$ cat config.mk
export PLATFORM = sky130hd
export DESIGN_NAME = fast_event_detector
export DESIGN_NICKNAME = d
export VERILOG_FILES = /design/src/rtl/fed_pkg.sv /design/src/rtl/fed_input_stage.sv /design/src/rtl/fed_peak_tracker.sv /design/src/rtl/fed_tot_timer.sv /design/src/rtl/fed_event_counter.sv /design/src/rtl/fast_event_detector.sv
export SDC_FILE = /design/constraint.sdc
export NUM_CORES = 1
export LEC_CHECK = 0
export ABC_CLOCK_PERIOD_IN_PS = 8100
export BUFFER_PORTS_ARGS = -buffer_cell sky130_fd_sc_hd__buf_4
export CAP_MARGIN = 40
export CORE_MARGIN = 2
export CORE_UTILIZATION = 61
export CTS_CLUSTER_DIAMETER = 200
export DETAILED_ROUTE_END_ITERATION = 10
export HOLD_SLACK_MARGIN = 0.08
export PLACE_DENSITY = 0.83
export SLEW_MARGIN = 20
export SYNTH_ARGS = -nofsm -noshare
export SYNTH_HDL_FRONTEND = slang
export SYNTH_SLANG_ARGS = --single-unit
$ cat constraint.sdc
create_clock -name clk -period 8.1 [get_ports clk]
set_clock_uncertainty 0.1 [all_clocks]
set_input_delay 0.81 -clock clk [delete_from_list [all_inputs] [get_ports clk]]
set_output_delay 0.81 -clock clk [all_outputs]
set_load 0.03 [all_outputs]
$ cat src/rtl/fed_pkg.sv
package fed_pkg;
  // Peak tracker phase: hunting for a maximum, or in a valley after a peak
  typedef enum logic {
    TRK_HUNT   = 1'b0,
    TRK_VALLEY = 1'b1
  } trk_state_e;

  // Saturating increment helper for duration counters
  function automatic logic [15:0] sat_inc16(input logic [15:0] v, input logic [15:0] lim);
    return (v >= lim) ? lim : v + 16'd1;
  endfunction
endpackage

$ cat src/rtl/fed_input_stage.sv
module fed_input_stage #(
  parameter int SAMPLE_W = 16
) (
  input  logic                       clk,
  input  logic                       rst,
  input  logic signed [SAMPLE_W-1:0] sample_in,
  input  logic signed [SAMPLE_W-1:0] thresh,
  output logic signed [SAMPLE_W-1:0] sample_q,
  output logic                       above_q
);
  // Register the sample and its threshold comparison together so both
  // downstream units see a consistent view
  always_ff @(posedge clk) begin
    if (rst) begin
      sample_q <= '0;
      above_q  <= 1'b0;
    end else begin
      sample_q <= sample_in;
      above_q  <= (sample_in > thresh);
    end
  end
endmodule

$ cat src/rtl/fed_peak_tracker.sv
module fed_peak_tracker
  import fed_pkg::*;
#(
  parameter int SAMPLE_W = 16
) (
  input  logic                       clk,
  input  logic                       rst,
  input  logic signed [SAMPLE_W-1:0] sample_q,
  input  logic                       above_q,
  input  logic        [SAMPLE_W-1:0] hyst,
  output logic                       fire,
  output logic                       evt_q
);
  localparam int EXT_W = SAMPLE_W + 2;

  trk_state_e                 state_q, state_d;
  logic                       have_max_q, have_max_d;
  logic signed [SAMPLE_W-1:0] run_max_q, run_max_d;
  logic signed [SAMPLE_W-1:0] run_min_q, run_min_d;

  logic signed [EXT_W-1:0] s_x, max_x, min_x, h_x;
  logic                    fall_hit, rise_hit;

  always_comb begin
    s_x      = EXT_W'(sample_q);
    max_x    = EXT_W'(run_max_q);
    min_x    = EXT_W'(run_min_q);
    h_x      = $signed({2'b00, hyst});
    fall_hit = (s_x <= (max_x - h_x));
    rise_hit = (s_x >= (min_x + h_x));
  end

  always_comb begin
    state_d    = state_q;
    have_max_d = have_max_q;
    run_max_d  = run_max_q;
    run_min_d  = run_min_q;
    fire       = 1'b0;
    case (state_q)
      TRK_HUNT: begin
        if (have_max_q && (!above_q || fall_hit)) begin
          fire       = 1'b1;
          state_d    = TRK_VALLEY;
          have_max_d = 1'b0;
          run_min_d  = sample_q;
        end else if (above_q) begin
          have_max_d = 1'b1;
          if (!have_max_q || (sample_q > run_max_q)) run_max_d = sample_q;
        end else begin
          have_max_d = 1'b0;
        end
      end
      default: begin
        if (!above_q) begin
          state_d    = TRK_HUNT;
          have_max_d = 1'b0;
        end else if (rise_hit) begin
          state_d    = TRK_HUNT;
          have_max_d = 1'b1;
          run_max_d  = sample_q;
        end else if (sample_q < run_min_q) begin
          run_min_d  = sample_q;
        end
      end
    endcase
  end

  always_ff @(posedge clk) begin
    if (rst) begin
      state_q    <= TRK_HUNT;
      have_max_q <= 1'b0;
      run_max_q  <= '0;
      run_min_q  <= '0;
      evt_q      <= 1'b0;
    end else begin
      state_q    <= state_d;
      have_max_q <= have_max_d;
      run_max_q  <= run_max_d;
      run_min_q  <= run_min_d;
      evt_q      <= fire;
    end
  end
endmodule

$ cat src/rtl/fed_tot_timer.sv
module fed_tot_timer #(
  parameter int DUR_W = 8
) (
  input  logic             clk,
  input  logic             rst,
  input  logic             above_q,
  output logic             tot_valid,
  output logic [DUR_W-1:0] tot_clocks
);
  localparam logic [DUR_W-1:0] DUR_MAX = {DUR_W{1'b1}};

  logic [DUR_W-1:0] dur_q;
  logic             pulse_end;

  // A nonzero duration means the previous sample was above threshold
  assign pulse_end = !above_q && (dur_q != '0);

  always_ff @(posedge clk) begin
    if (rst) begin
      dur_q      <= '0;
      tot_valid  <= 1'b0;
      tot_clocks <= '0;
    end else begin
      tot_valid <= pulse_end;
      if (pulse_end) tot_clocks <= dur_q;
      if (above_q) begin
        if (dur_q != DUR_MAX) dur_q <= dur_q + 1'b1;
      end else begin
        dur_q <= '0;
      end
    end
  end
endmodule

$ cat src/rtl/fed_event_counter.sv
module fed_event_counter #(
  parameter int CNT_W = 32
) (
  input  logic             clk,
  input  logic             rst,
  input  logic             fire,
  output logic [CNT_W-1:0] count_q
);
  always_ff @(posedge clk) begin
    if (rst)       count_q <= '0;
    else if (fire) count_q <= count_q + 1'b1;
  end
endmodule

$ cat src/rtl/fast_event_detector.sv
module fast_event_detector #(
  parameter int SAMPLE_W = 16,
  parameter int DUR_W    = 8,
  parameter int CNT_W    = 32
) (
  input  logic                clk,
  input  logic                rst,
  input  logic [SAMPLE_W-1:0] sample_in,
  input  logic [SAMPLE_W-1:0] thresh,
  input  logic [SAMPLE_W-1:0] hyst,
  output logic                event_strobe,
  output logic [CNT_W-1:0]    event_count,
  output logic                tot_valid,
  output logic [DUR_W-1:0]    tot_clocks
);
  logic signed [SAMPLE_W-1:0] s_q;
  logic                       above_q;
  logic                       fire;

  fed_input_stage #(.SAMPLE_W(SAMPLE_W)) u_in (
    .clk       (clk),
    .rst       (rst),
    .sample_in ($signed(sample_in)),
    .thresh    ($signed(thresh)),
    .sample_q  (s_q),
    .above_q   (above_q)
  );

  fed_peak_tracker #(.SAMPLE_W(SAMPLE_W)) u_trk (
    .clk      (clk),
    .rst      (rst),
    .sample_q (s_q),
    .above_q  (above_q),
    .hyst     (hyst),
    .fire     (fire),
    .evt_q    (event_strobe)
  );

  fed_tot_timer #(.DUR_W(DUR_W)) u_tot (
    .clk        (clk),
    .rst        (rst),
    .above_q    (above_q),
    .tot_valid  (tot_valid),
    .tot_clocks (tot_clocks)
  );

  fed_event_counter #(.CNT_W(CNT_W)) u_cnt (
    .clk     (clk),
    .rst     (rst),
    .fire    (fire),
    .count_q (event_count)
  );
endmodule

Word-level counts from Yosys, hierarchy flattened
Cells that the tools add are included.

word-level totals
  bits of input ports = 50
  output and inout bits = 42
  logic and storage cells = 62
  bits in registers = 101

operators by class
  add/sub/neg operators = 4
  magnitude comparators = 5
  bitwise logic cells = 1
  reductions and logical operators = 13
  multiplexer cells = 21
  equality and inequality tests = 7

operators by type and width
  operator                                               count
  2-to-1 mux 16 bit                                      11
  adder 32 x 1 -> 32 bit, second input constant          1
  greater-than comparator 16 bit                         2
  adder 16 x 17 -> 18 bit                                1
  >= comparator 16 x 18 -> 1 bit                         1
  <= comparator 16 x 18 -> 1 bit                         1
  subtractor 16 x 17 -> 18 bit                           1
  less-than comparator 16 bit                            1
  2-to-1 mux 1 bit                                       10
  adder 8 x 1 -> 8 bit, second input constant            1
  inequality test 2 bit, second input constant           4
  inequality test 8 bit, second input constant           1
  nonzero test 8 bit                                     1
  nonzero test 2 bit                                     3
  AND reduction 5 bit                                    1
  AND reduction 4 bit                                    1
  inequality test 3 bit, second input constant           1
  logical AND 1 bit                                      2
  logical NOT 1 bit                                      2
  logical OR 1 bit                                       2
  inequality test 2 x 1 -> 1 bit, second input constant  1
  OR reduction 2 bit                                     1
  NOT 1 bit                                              1

Depth between registers and ports, before layout
Gate-level depths: netlist of the first run.

  depth after elaboration = 6
  mapped depth = 20
  mapped depth without buffers = 18

Cells and area by module
Synthesis of the first run repeated with hierarchy kept, for this count alone.

unflattened totals
  cells, all modules = 929
  area total of the unflattened synthesis = 7917.6 µm²

modules (own cells, without submodules)
  module             cells an instance  instances  area an instance (µm²)  seq. area each (µm²)
  fed_peak_tracker   568                1          4663.2                  700.7
  fed_event_counter  181                1          1564.0                  640.6
  fed_input_stage    91                 1          872.1                   340.3
  fed_tot_timer      89                 1          818.3                   340.3

Worst setup path before layout of the first run
OpenSTA, ideal clock, no wires.

  path kind = input port to flip-flop
  start point = input hyst[2]
  end point = register u_cnt.count_q[27]
  setup slack = 3.089 ns
  stages on the path = 18
  path buffers = 1
  arrival = 4.790 ns
  library setup time = 0.121 ns
  data required time = 7.879 ns
  cell sequence = inv_1 -> ha_1 -> nor2b_1 -> o31a_1 -> o211ai_1 -> a21oi_1 -> o31ai_2 -> mux2i_1 -> a2111oi_0 -> ha_1 -> nand4_1 -> o22ai_1 -> or4b_1 -> o31a_1 -> buf_6 -> nor3_4 -> and4_1 -> mux2_2

between the ends
  cells in the longest elaborated chain, start to end = 6

RTL lines
  what                            RTL line                   source
  from (decl)                     fast_event_detector.sv:10  input logic [SAMPLE_W-1:0] hyst,
  subtractor 16 x 17 -> 18 bit    fed_peak_tracker.sv:29     fall_hit = (s_x <= (max_x - h_x));
  <= comparator 16 x 18 -> 1 bit  fed_peak_tracker.sv:29
  logical OR 1 bit                fed_peak_tracker.sv:41     if (have_max_q && (!above_q || fall_hit)) begin
  logical AND 1 bit               fed_peak_tracker.sv:41
  2-to-1 mux 1 bit                fed_peak_tracker.sv:41
  2-to-1 mux 1 bit                fed_peak_tracker.sv:39     case (state_q)
  to (signal assigned)            fed_event_counter.sv:11    else if (fire) count_q <= count_q + 1'b1;
  to (decl)                       fed_event_counter.sv:7     output logic [CNT_W-1:0] count_q

Every way passes these cells.
A chain may end at the register's enable or synchronous reset.

Final worst setup path of the first run
  start point = input hyst[1]
  end point = register u_trk.run_min_q[1]

between the ends
  cells in the longest elaborated chain, start to end = 6
  elaborated cells on any way between the ends = 9
  classes of those cells = add/sub: 2; order compare: 2; eq/ne: 1; reduce/logical: 4

RTL lines
  what                             RTL line                source
  subtractor 16 x 17 -> 18 bit     fed_peak_tracker.sv:29
  <= comparator 16 x 18 -> 1 bit   fed_peak_tracker.sv:29
  logical OR 1 bit                 fed_peak_tracker.sv:41
  logical AND 1 bit                fed_peak_tracker.sv:41
  nonzero test 2 bit (no line)     -
  AND reduction 4 bit (no line) *  -
  to (signal assigned)             fed_peak_tracker.sv:79  run_min_q <= run_min_d;
  to (decl)                        fed_peak_tracker.sv:19  logic signed [SAMPLE_W-1:0] run_min_q, run_min_d;

Every way passes the cells marked *; elsewhere a longest branch is shown, timed or not.

==> flow_summary.json, run 1 <==
{
  "hpwl_um": 14200,
  "status": "finished clean",
  "async_reset_ff_share_pct": 0,
  "die_w_um": 117,
  "antenna_cells": 0,
  "fp.dieH_um": 117,
  "yosysWarnings": 0,
  "start_util_pct": 62.2,
  "cts-root-buf": "clkbuf_16",
  "drt_pass1_iterations": 6,
  "synth_seq_cells": 101,
  "fillers": 1017,
  "synth_ff_type": "dfxtp_1",
  "vias": 6839,
  "finalWeightedCongestion": 0.953,
  "max_stage_delay_ns": 0.86,
  "avgSynthCellArea_um2": 8.55,
  "hold_class": "register to register",
  "clockBufferDepth": 2,
  "htreeDepth": 3,
  "synth_common_cells": "ha_1 (120), dfxtp_1 (101), inv_1 (87), nor2_1 (76), nand2b_1 (63)",
  "grt_overflow": 0,
  "hold_buffers": 0,
  "grt_usage_pct": 27.9,
  "cts_tree": "yes",
  "area.growth.synth_to_final_pct": 14.4,
  "start_kind": "primary input",
  "cts_sinks": 101,
  "max_cap_viol_count": 0,
  "min_period_ns": 5.55,
  "cp_cell_sequence": "buf_4 > ha_1 > a21oi_1 > o211ai_1 > o41ai_1 > buf_4 > o21bai_1 > o21ai_0 > mux2i_1 > nor4_1 > ha_1 > and2_1 > nand3_1 > nor3_1 > a311oi_1 > mux2i_1 > a32oi_4 > mux2i_1",
  "io_pins": 92,
  "worstSetupEndpointType": "register",
  "drt_iter0_markers": 386,
  "required_ns": 8.28,
  "synth.area.top_cells": "dfxtp_1 (26%), ha_1 (19%), mux2i_1 (5.5%)",
  "ys_seq_area_share_pct": 26.0,
  "p_leak_nw": 4.01,
  "vias_per_cell": 5.84,
  "syn_inst": 911,
  "grt_max_degree": 64,
  "detail-route-antenna-nets": 0,
  "clk_pin_slew_ns": 0.07,
  "rsz0062_at_grt": "no",
  "grt_antenna_before_repair": 0,
  "core_area_mm2": 0.0125,
  "cts_resized": 0,
  "yosysMostFrequentCell": "ha_1",
  "wl_per_cell_um": 15.9,
  "fin_tns_setup_ns": 0,
  "slew_viol_final": 0,
  "drive_gt1_share_pct": 13.6,
  "crit_path_top_delay_cell": "a32oi_4",
  "power_density_mw_per_mm2": 144,
  "dieArea_mm2": 0.0137,
  "setup_viol": 0,
  "cp.arrival_ns": 5.73,
  "clock_latency_ns": 0.36,
  "crit_type": "primary input to register",
  "crit_top_cell": "mux2i_1",
  "whs_ns": 0.398,
  "grt_pass1_wl_um": 30200,
  "synth_edf_count": 0,
  "finalHoldViolCount": 0,
  "yosysTopAreaCell": "dfxtp_1",
  "fmax_mhz": 180,
  "synth_top_area_share_pct": 26.0,
  "synth.distinct_cells": 62,
  "numCtsBuffers": 9,
  "cp_max_fo": 16,
  "finalWirelength_um": 18600,
  "port-buffer-count": 91,
  "max-slew-margin-rel_pct": 33.1,
  "ir_drop_v": 0.000134,
  "synth_nets": 1083,
  "grt_pass1_vias": 6559,
  "post_cts_buffers": 0,
  "period_share_pct": 68.5,
  "drc_errors": 0,
  "rows": 41,
  "nets": 1166,
  "tightest_slew_ns": 1.00,
  "syn_area_mm2": 0.00779
}
metrics by stage:
stage	cells	total power, W	area [um2]	worst slack, ns	util (%)
2_1_floorplan	911	0.000748	7790	3.09	-
3_3_place_gp	1153	0.000823	8580	2.36	68.6
3_5_place_dp	1154	0.000832	8590	2.26	68.6
4_1_cts	1170	0.00129	8900	2.61	71.1
5_1_grt	1171	0.00135	8910	2.25	71.2
6_report	1171	0.00129	8910	2.55	71.2
sequential cells by signal, summed over array words and instances, names as in the netlist, 8 cells and up:
register          count
u_trk.run_max_q      16
u_tot.tot_clocks      8
u_in.sample_q        16
u_trk.run_min_q      16
u_tot.dur_q           8
u_cnt.count_q        32
path summary, 6_finish.rpt:
check	cells past startpoint	endpoint	slack, ns	start
worst max-delay path	18	u_trk.run_min_q[1]	2.55	hyst[1]
worst min-delay path	2	u_tot.tot_clocks[7]	0.40	u_tot.tot_clocks[7]
worst max register to register	17	u_trk.run_min_q[1]	2.77	u_trk.run_min_q[1]
worst min register to register	2	u_tot.tot_clocks[7]	0.40	u_tot.tot_clocks[7]
final cells by class:
cell class	count	area, um2	area share, %
multi-input cells	700	5320	59.7
flip-flops and latches	101	2020	22.7
repair buffers	95	717	8.05
inverters	87	327	3.67
clock buffers	10	229	2.57
well taps	172	215	2.42
clock inverters	6	80.1	0.899
power by group:
| group | switching, W | internal, W |
|---|---|---|
| clock | 0.000212 | 0.000247 |
| sequential | 0.0000206 | 0.000511 |
| combinational | 0.000164 | 0.000133 |
metal layers:
layer / part of all wire [%] / vias to the layer above / track usage (%)
met4: 2.6 / 0 / 10.0
met5: 0 / - / 0
li1: - / 3383 / -
met2: 47 / 212 / 48.2
met1: 44 / 3201 / 34.5
met3: 6.4 / 43 / 5.82
kinds of logic after synthesis:
logic type               synth area share, %
adder cells (fa/ha/maj)                 19.8
AND/OR/NAND/NOR                         23.7
multiplexers                            7.36
AO/OA/AOI/OAI                           12.5
buffers and inverters                   5.72
flip-flops                              26.0
XOR/XNOR                                4.95
critical path: cells and delay by family:
family | cells | cell delay, ns
AOI/OAI and AO/OA | 7 | 2.39
and+or+nand+nor | 4 | 0.83
muxes | 3 | 0.73
adders and majority gates | 2 | 0.63
buffers and inverters | 2 | 0.34
layout by cell type, fill, tap and decap left out, types with 5 or more instances in the layout:
cell type,instances
nor2_1,76
nand3_1,34
buf_4,94
nand2_1,31
clkbuf_16,9
a21oi_1,42
ha_1,120
nand2b_1,63
o31a_1,5
nor4_1,16
nor2b_1,36
a21o_1,19
nand4_1,19
or3_1,8
mux2i_1,43
dfxtp_1,101
and3_1,8
xnor2_1,29
inv_1,87
o31ai_1,6
mux2_2,6
mux2_4,5
o21ai_0,25
a211oi_1,6
xor2_1,15
nor3_1,19
o211ai_1,5
Power figures use the tool's default switching activity.
==> inputs of run 2 (changes only) <==
--- a/config.mk
+++ b/config.mk
@@ -5,15 +5,15 @@
 export SDC_FILE = /design/constraint.sdc
 export NUM_CORES = 1
 export LEC_CHECK = 0
-export ABC_CLOCK_PERIOD_IN_PS = 8100
+export ABC_CLOCK_PERIOD_IN_PS = 5600
 export BUFFER_PORTS_ARGS = -buffer_cell sky130_fd_sc_hd__buf_4
 export CAP_MARGIN = 40
 export CORE_MARGIN = 2
-export CORE_UTILIZATION = 61
+export CORE_UTILIZATION = 60
 export CTS_CLUSTER_DIAMETER = 200
 export DETAILED_ROUTE_END_ITERATION = 10
 export HOLD_SLACK_MARGIN = 0.08
-export PLACE_DENSITY = 0.83
+export PLACE_DENSITY = 0.82
 export SLEW_MARGIN = 20
 export SYNTH_ARGS = -nofsm -noshare
 export SYNTH_HDL_FRONTEND = slang
==> constraint.sdc (replaced) <==
create_clock -name clk -period 5.6 [get_ports clk]
set_clock_uncertainty 0.1 [all_clocks]
set_input_delay 0.56 -clock clk [delete_from_list [all_inputs] [get_ports clk]]
set_output_delay 0.56 -clock clk [all_outputs]
set_load 0.03 [all_outputs]
==> run 2 against run 1 <==
Effect of this change: non-clock buffer count is 4 higher; cell count is 0.34% higher; total power is 46% higher; flip-flop and latch count stayed put; core utilization is 0.54 points lower; combinational power is 45% higher; die area is 1.6% higher; wire length is 0.37% lower; setup slack worse by 2.0 ns; critical path depth stayed put; first-iteration DRC count is 7.3% lower; register-to-register slack worse by 2.2 ns; highest routed layer unchanged.
==> flow_summary.json, run 2 (same netlist as run 1, synthesis figures left out) <==
{
  "antenna_cells": 0,
  "crit_path_end": "u_cnt.count_q[27]",
  "nets": 1170,
  "drt_iter0_markers": 358,
  "finalWirelength_um": 18500,
  "cts-root-buf": "clkbuf_16",
  "io_pins": 92,
  "rsz0062_at_grt": "no",
  "drive_gt1_share_pct": 14.1,
  "max_stage_delay_ns": 0.50,
  "clk_pin_slew_ns": 0.08,
  "wl_per_cell_um": 15.7,
  "numCtsBuffers": 9,
  "cp.arrival_ns": 5.21,
  "finalHoldViolCount": 0,
  "grt_overflow": 0,
  "grt_pass1_wl_um": 30900,
  "die_w_um": 118,
  "layout_common_cells": "ha_1 (120), dfxtp_1 (101), buf_4 (97)",
  "rr_worst_depth": 18,
  "slew_viol_final": 0,
  "vias": 6750,
  "detail-route-antenna-nets": 0,
  "top_register": "u_cnt.count_q",
  "max_cap_viol_count": 0,
  "path_buf_inv": 1,
  "ff_latch_area_mm2": 0.00202,
  "grt_usage_pct": 27.1,
  "fin_tns_setup_ns": 0,
  "cp.depth": 18,
  "hold_buffers": 0,
  "reg2reg_to": "u_cnt.count_q[27]",
  "fp.dieH_um": 118,
  "largest_reg_flops": 32,
  "grt_antenna_before_repair": 0,
  "grt_max_degree": 66,
  "status": "finished clean",
  "cp_cell_sequence": "inv_1 > ha_1 > fa_1 > nor2b_1 > o31a_1 > o211ai_1 > a21oi_1 > o31ai_2 > mux2i_1 > a2111oi_0 > ha_1 > nand4_1 > o22ai_1 > or4b_1 > o31a_1 > nor3_4 > and4_1 > mux2_2",
  "finalPower_w": 0.00187,
  "core_area_mm2": 0.0127,
  "required_ns": 5.75,
  "post_cts_buffers": 0,
  "hpwl_um": 14300,
  "max-slew-margin-rel_pct": 59.1,
  "setup_viol": 0,
  "hold_class": "primary input to register",
  "cp_max_fo": 6,
  "crit_type": "register to register",
  "whs_ns": 0.331,
  "htreeDepth": 3,
  "dieArea_mm2": 0.0139,
  "r2r_slack_ns": 0.54,
  "vias_per_cell": 5.74,
  "area.growth.synth_to_final_pct": 14.9,
  "rows": 41,
  "crit_path_top_delay_cell": "or4b_1",
  "ir_drop_v": 0.000164,
  "crit_family": "compound AO/OA/AOI/OAI gates",
  "cts_sinks": 101,
  "port-buffer-count": 91,
  "p_leak_nw": 4.04,
  "worstSetupEndpointType": "register",
  "layout_commonest_cell": "ha_1",
  "drt_pass1_iterations": 5,
  "fillers": 1014,
  "startpoint": "u_trk.run_max_q[0]",
  "cts_tree": "yes",
  "grt_pass1_vias": 6493,
  "tightest_slew_ns": 0.613,
  "multi_input_comb_area_mm2": 0.00532,
  "min_period_ns": 5.06,
  "period_share_pct": 90.3,
  "finalWeightedCongestion": 0.928,
  "clock_latency_ns": 0.35,
  "fmax_mhz": 198,
  "clockBufferDepth": 2,
  "cts_resized": 0,
  "start_util_pct": 61.5,
  "start_kind": "register",
  "drc_errors": 0,
  "power_density_mw_per_mm2": 209,
  "r2r-start": "u_trk.run_max_q[0]"
}
[run 2: cell count changes in the layout (fill, tap and decap cells not counted)]
cell	change
buf_2	+1
buf_6	-1
buf_12	+1
buf_4	+3
inv_6	+1
clkbuf_1	-1
[run 2: worst min-delay path by stage]
stage,cells past startpoint,end,start
CTS,2,u_in.sample_q[1],sample_in[1]
global route,2,u_in.sample_q[1],sample_in[1]
finish,2,u_in.sample_q[14],sample_in[14]
floorplan,2,u_trk.run_min_q[1],u_trk.run_min_q[1]
global placement,2,u_trk.run_min_q[5],u_trk.run_min_q[5]
detailed placement,2,u_trk.run_min_q[14],u_trk.run_min_q[14]
[run 2: power breakdown]
group	leakage [nW]	switching [W]	total [W]	internal [W]
combinational	3.06	0.000236	0.000430	0.000194
clock	0.155	0.000318	0.000676	0.000358
sequential	0.821	0.0000290	0.000768	0.000739
total	4.04	0.000583	0.00187	0.00129
[run 2: area by class of cell]
cell class,count,area share [%]
Multi-Input combinational cell,700,59.4
Sequential cell,101,22.6
Tap cell,172,2.40
Clock inverter,7,0.992
Clock buffer,9,2.52
Inverter,87,3.65
Timing Repair Buffer,99,8.41
[run 2: through the flow]
step                      setup WS (ns)  instance area (um2)  utilization, %  instances
after floorplan                   0.839                 7790               -        911
after global placement            0.461                 8630            68.1       1158
after detailed placement          0.305                 8640            68.2       1159
after CTS                         0.574                 8950            70.6       1175
after global routing              0.137                 8950            70.6       1175
final                             0.541                 8950            70.6       1175
[run 2: routing by layer]
layer,up-vias,track usage [%],wire length (um)
li1,3403,-,-
met1,3141,34.9,8350
met2,181,46.3,8710
met3,25,4.84,1100
met4,0,7.76,337
met5,-,0,0
